### config.mk
export PLATFORM = sky130hd
export DESIGN_NAME = rx_char_timeout
export DESIGN_NICKNAME = d
export VERILOG_FILES = /design/src/rtl/rct_pkg.sv /design/src/rtl/rct_reload_reg.sv /design/src/rtl/rct_arm_logic.sv /design/src/rtl/rct_down_counter.sv /design/src/rtl/rx_char_timeout.sv
export SDC_FILE = /design/constraint.sdc
export NUM_CORES = 1
export LEC_CHECK = 0
export BUFFER_PORTS_ARGS = -buffer_cell sky130_fd_sc_hd__buf_2
export CAP_MARGIN = 20
export CORE_MARGIN = 2
export CORE_UTILIZATION = 54
export DETAILED_ROUTE_END_ITERATION = 8
export PLACE_DENSITY_LB_ADDON = 0.1
export SETUP_SLACK_MARGIN = 0.1
export SYNTH_ARGS = -nofsm -noshare
export SYNTH_HDL_FRONTEND = slang
export SYNTH_SLANG_ARGS = --single-unit
export TNS_END_PERCENT = 100
### constraint.sdc
create_clock -name clk -period 3.3 [get_ports clk]
set_input_delay 0.165 -clock clk [delete_from_list [all_inputs] [get_ports clk]]
set_output_delay 0.165 -clock clk [all_outputs]
set_load 0.1 [all_outputs]
### src/rtl/rct_pkg.sv
// Shared constants and types for the receive character timeout timer.
// Assumes a FIFO of modest depth and a reload width sized by software needs.
package rct_pkg;
    localparam int RCT_CNT_W = 16;
    localparam int RCT_DEPTH = 16;

    // Countdown state: holding the reload, counting, or expired.
    typedef enum logic [1:0] {
        ST_HOLD  = 2'd0,
        ST_COUNT = 2'd1,
        ST_DONE  = 2'd2
    } rct_state_e;
endpackage

### src/rtl/rct_reload_reg.sv
// Reload register for the timeout countdown.
// Only the controller write strobe updates it. It assumes the data is
// valid in the same cycle as the strobe.
module rct_reload_reg #(
    parameter int             W         = 16,
    parameter logic [W-1:0]   RESET_VAL = '0
) (
    input  logic         clk,
    input  logic         rst_n,
    input  logic         wr_en,
    input  logic [W-1:0] wr_data,
    output logic [W-1:0] value
);
    logic [W-1:0] value_q;

    // Capture a new reload value on a controller write.
    always_ff @(posedge clk) begin
        if (!rst_n) begin
            value_q <= RESET_VAL;
        end else if (wr_en) begin
            value_q <= wr_data;
        end
    end

    assign value = value_q;
endmodule

### src/rtl/rct_arm_logic.sv
// Decides whether the timeout may run and whether it must restart.
// Assumes fifo_count and trig_level share one width and are synchronous.
module rct_arm_logic #(
    parameter int LVL_W = 5
) (
    input  logic [LVL_W-1:0] fifo_count,
    input  logic [LVL_W-1:0] trig_level,
    input  logic             push,
    input  logic             pop,
    output logic             armed,
    output logic             restart
);
    logic not_empty;
    logic below_trig;

    // Occupancy window: some data present, but fewer than the trigger.
    always_comb begin
        not_empty  = (fifo_count != '0);
        below_trig = (fifo_count < trig_level);
        armed      = not_empty && below_trig;
    end

    // Any access from either side restarts the interval.
    always_comb begin
        restart = push || pop;
    end
endmodule

### src/rtl/rct_down_counter.sv
// Baud-tick down counter with a sticky expiry state.
// Loads the reload value whenever it is disarmed or restarted. Counts down
// on ticks while armed, and stops in ST_DONE on reaching zero. A zero reload
// never expires. Assumes tick is a single-cycle enable.
module rct_down_counter #(
    parameter int           W         = 16,
    parameter logic [W-1:0] RESET_VAL = '0
) (
    input  logic         clk,
    input  logic         rst_n,
    input  logic         armed,
    input  logic         restart,
    input  logic         tick,
    input  logic [W-1:0] reload,
    output logic [W-1:0] count,
    output logic         expired
);
    import rct_pkg::*;

    localparam logic [W-1:0] ONE = W'(1);

    rct_state_e   st_q;
    logic [W-1:0] cnt_q;
    logic         can_step;

    // A step is allowed only while armed, on a tick, and before expiry.
    always_comb begin
        can_step = armed && !restart && tick && (st_q != ST_DONE) && (cnt_q != '0);
    end

    // Countdown and state update.
    always_ff @(posedge clk) begin
        if (!rst_n) begin
            cnt_q <= RESET_VAL;
            st_q  <= ST_HOLD;
        end else if (restart || !armed) begin
            cnt_q <= reload;
            st_q  <= ST_HOLD;
        end else if (can_step) begin
            cnt_q <= cnt_q - ONE;
            st_q  <= (cnt_q == ONE) ? ST_DONE : ST_COUNT;
        end
    end

    assign count   = cnt_q;
    assign expired = (st_q == ST_DONE);
endmodule

### src/rtl/rx_char_timeout.sv
// Receive character timeout timer (top).
// Raises timeout_irq when the FIFO holds data below the trigger level and
// no push or pop happens within the programmed number of baud ticks.
// Assumes all inputs are synchronous to clk.
module rx_char_timeout #(
    parameter int                             CNT_W        = rct_pkg::RCT_CNT_W,
    parameter int                             DEPTH        = rct_pkg::RCT_DEPTH,
    parameter logic [CNT_W-1:0]               RESET_RELOAD = '0,
    localparam int                            LVL_W        = $clog2(DEPTH + 1)
) (
    input  logic             clk,
    input  logic             rst_n,
    input  logic             ctl_reload_wr,
    input  logic [CNT_W-1:0] ctl_reload_data,
    input  logic             ctl_fifo_wr,
    input  logic             host_fifo_rd,
    input  logic             baud_tick,
    input  logic [LVL_W-1:0] fifo_count,
    input  logic [LVL_W-1:0] trig_level,
    output logic             timeout_irq
);
    logic [CNT_W-1:0] reload_val;
    logic [CNT_W-1:0] count_q;
    logic             armed;
    logic             restart;
    logic             expired;

    rct_reload_reg #(
        .W         (CNT_W),
        .RESET_VAL (RESET_RELOAD)
    ) u_reload (
        .clk     (clk),
        .rst_n   (rst_n),
        .wr_en   (ctl_reload_wr),
        .wr_data (ctl_reload_data),
        .value   (reload_val)
    );

    rct_arm_logic #(
        .LVL_W (LVL_W)
    ) u_arm (
        .fifo_count (fifo_count),
        .trig_level (trig_level),
        .push       (ctl_fifo_wr),
        .pop        (host_fifo_rd),
        .armed      (armed),
        .restart    (restart)
    );

    rct_down_counter #(
        .W         (CNT_W),
        .RESET_VAL (RESET_RELOAD)
    ) u_cnt (
        .clk     (clk),
        .rst_n   (rst_n),
        .armed   (armed),
        .restart (restart),
        .tick    (baud_tick),
        .reload  (reload_val),
        .count   (count_q),
        .expired (expired)
    );

    assign timeout_irq = expired;
endmodule

==> summary.md <==
| Metric | Value |
|---|---|
| Post-CTS sizing | `0` |
| Worst VDD drop | `319 uV` |
| Post-detail-place hpwl | `2390 um` |
| Achievable Freq | `0.398 GHz` |
| Final slew viol count | `0` |
| Tot GR Track Use | `19.8%` |
| Final Skew | `10.4 ps` |
| Syn Nets | `233` |
| Total Neg Setup Slack | `0 ps` |
| CP max stage cell | `or4_4` |
| Via count | `1453` |
| Slew @ Worst Pin | `484 ps` |
| Crit Path Class | `reg2reg` |
| Yosys reg bits | `34` |
| Min Clock Period, post-route | `2510 ps` |
| Synthesized instance count | `194` |
| Outcome | `finished, final reports clean` |
| Root Buffer | `clkbuf_4` |
| Synth area leader | `dfxtp_1` |
| Crit path max-delay family | `simple AND/OR/NAND/NOR gates` |
| Clock Path Buffers | `2` |
| Clock H-tree levels | `2` |
| Worst slack, placed | `854 ps` |
| Relative slew slack | `67.9%` |
| Total of max-cap violations | `0` |
| Num CTS Buffers | `5` |
| Commonest non-fill, non-tap cell in the layout | `dfxtp_1` |
| Final WL | `3290 um` |
| Initial Utilization | `56.8%` |
| Multi-input combinational cell area | `980 um^2` |
| Area contributors post-synth | `dfxtp_1 (39%), mux2i_1 (9.8%), nor2b_1 (6.5%)` |
| Die Y | `60.7 um` |
| Register area | `681 um^2` |
| Final setup fails | `0` |
| Crit share post-route | `76.1%` |
| Layout cells sized above 1 | `21.3%` |
| Final ANT Viol Nets | `0` |
| Total grt overflow | `0` |
| Commonest non-fill, non-tap cells in the layout | `dfxtp_1 (34), buf_2 (32), o21ai_0 (22)` |
| Die area | `3680 um^2` |
| Kind of end point of the critical path | `register` |
| Hold Buf Count CTS | `0` |
| Largest net degree at the start of global routing | `36` |
| Netlist Area Pre-Place | `1730 um^2` |
| Leak | `0.836 nW` |
| 1st-pass router iterations | `4` |
| Die width | `60.7 um` |
| CP Max Fanout | `10` |
| Finished Layout Cells | `269` |
| Final instance area | `1980 um^2` |
| Ant. Diodes | `0` |
| Area after DPL | `1920 um^2` |
| Post-synthesis sequential area ratio | `39.2%` |
| Wirelength per Cell | `12.2 um` |
| Vias in the first global route | `1285` |
| # rows | `20` |
| Setup ws final | `787 ps` |
| CP startpoint kind | `register` |
| Clock Sink Count | `34` |
| Core Area | `3050 um^2` |
| Dpl cells | `261` |
| Synth top area share | `39.2%` |
| Critical path required time | `3570 ps` |
| Crit path cell chain | `or4_4, or3_1, or2_0, or4_1, a31oi_1` |
| Vias per inst | `5.40` |
| P&R area growth vs syn | `14.2%` |
| Delay of the slowest cell on the worst path | `570 ps` |
| Worst Hold Class | `in2reg` |
| Post-synthesis area per instance | `8.94 um^2` |
| Worst skew pair latency | `330 ps` |
| Final Hold Fails | `0` |
| RSZ-0062 raised after global routing | `no` |
| Number of fillers in the final layout | `276` |
| Number of buffers and inverters on the critical path | `0` |
| DR DRC count | `0` |
| Post-CTS setup buffer count | `0` |
| First-iteration detailed-routing DRC count | `38` |
| Fin nets | `263` |
| Top Ports | `33` |
| CTS tree | `yes` |
| Clk slew on worst S/H paths | `110 ps` |
| First-pass GRT wire length | `5440 um` |
| Initial antenna violation count | `0` |
| I/O Buffers | `32` |
| Power density cells | `447 nW/um^2` |
| Synth warnings | `0` |
| Yosys cell types | `32` |
| Crit path arrival time | `2780 ps` |
| Gp weighted congestion | `0.894` |
[synth_stat cells]
cell type / n
a2111o_1: 1
a21oi_1: 9
a31oi_1: 9
and2_1: 1
buf_6: 1
clkbuf_1: 9
clkbuf_2: 1
dfxtp_1: 34
ha_1: 7
inv_1: 8
mux2i_1: 17
nand2_1: 5
nand2b_1: 4
nand3_1: 1
nand4_1: 1
nor2_1: 4
nor2b_1: 18
nor3_1: 5
nor4_1: 4
o2111a_1: 1
o211ai_1: 1
o21ai_0: 22
o22ai_1: 1
o31ai_1: 5
or2_0: 1
or2_2: 1
or3_1: 6
or3_2: 3
or4_1: 6
or4_4: 1
or4b_2: 1
xnor2_1: 6
[stage by stage]
stage	util, %	power, mW	hold WS (ps)
after floorplan	-	0.607	303
after global placement	62.9	0.646	421
after detailed placement	62.9	0.653	428
after CTS	64.9	0.894	75.4
after global routing	64.9	0.939	76.2
final	64.9	0.885	88.4
[path summary, 6_finish.rpt]
path | from | to | slack, ps | cells after the start
worst max register to register | u_cnt.count[2] | u_cnt.count[12] | 790 | 5
worst min-delay path | ctl_reload_data[14] | u_reload.value[14] | 90 | 3
worst max-delay path | u_cnt.count[2] | u_cnt.count[12] | 790 | 5
worst min register to register | u_cnt.st_q[0] | u_cnt.st_q[0] | 470 | 2
[sequential cells by signal (all words and copies together), names as in the netlist]
name / count
u_reload.value: 16
u_cnt.st_q: 2
u_cnt.count: 16
[cell families after synthesis]
kind of cell / synth area share [%]
AND/OR/NAND/NOR: 21.8
buffers and inverters: 4.62
AO/OA/AOI/OAI: 16.5
flip-flops: 39.2
XOR/XNOR: 3.03
multiplexers: 9.81
adder cells (fa/ha/maj): 5.05
[where the power goes]
group | internal, mW | switching [mW] | total, mW
logic | 0.0884 | 0.101 | 0.189
registers | 0.436 | 0.0196 | 0.456
clock network | 0.103 | 0.137 | 0.240
total | 0.628 | 0.257 | 0.885
[layout make-up]
cell class                 instances  share of cell area [%]
multi-input combinational        141                    49.5
sequential                        34                    34.4
timing repair buffer              34                    8.84
clock buffer                       7                    2.78
tap                               44                    2.78
inverter                           8                    1.52
clock inverter                     1                   0.253
[worst min-delay path, cell delays in order]
cell and delay [ps]:
buf_2 70, mux2i_1 60, nor2b_1 90
[routing by layer]
metal | up-vias | track usage, % | share of wire, %
li1 | 762 | - | -
met1 | 644 | 24.9 | 48
met2 | 43 | 33.0 | 44
met3 | 4 | 5.76 | 6.8
met4 | 0 | 5.59 | 1.1
met5 | - | 0 | 0
No activity file was read; power rests on OpenSTA's default activity.
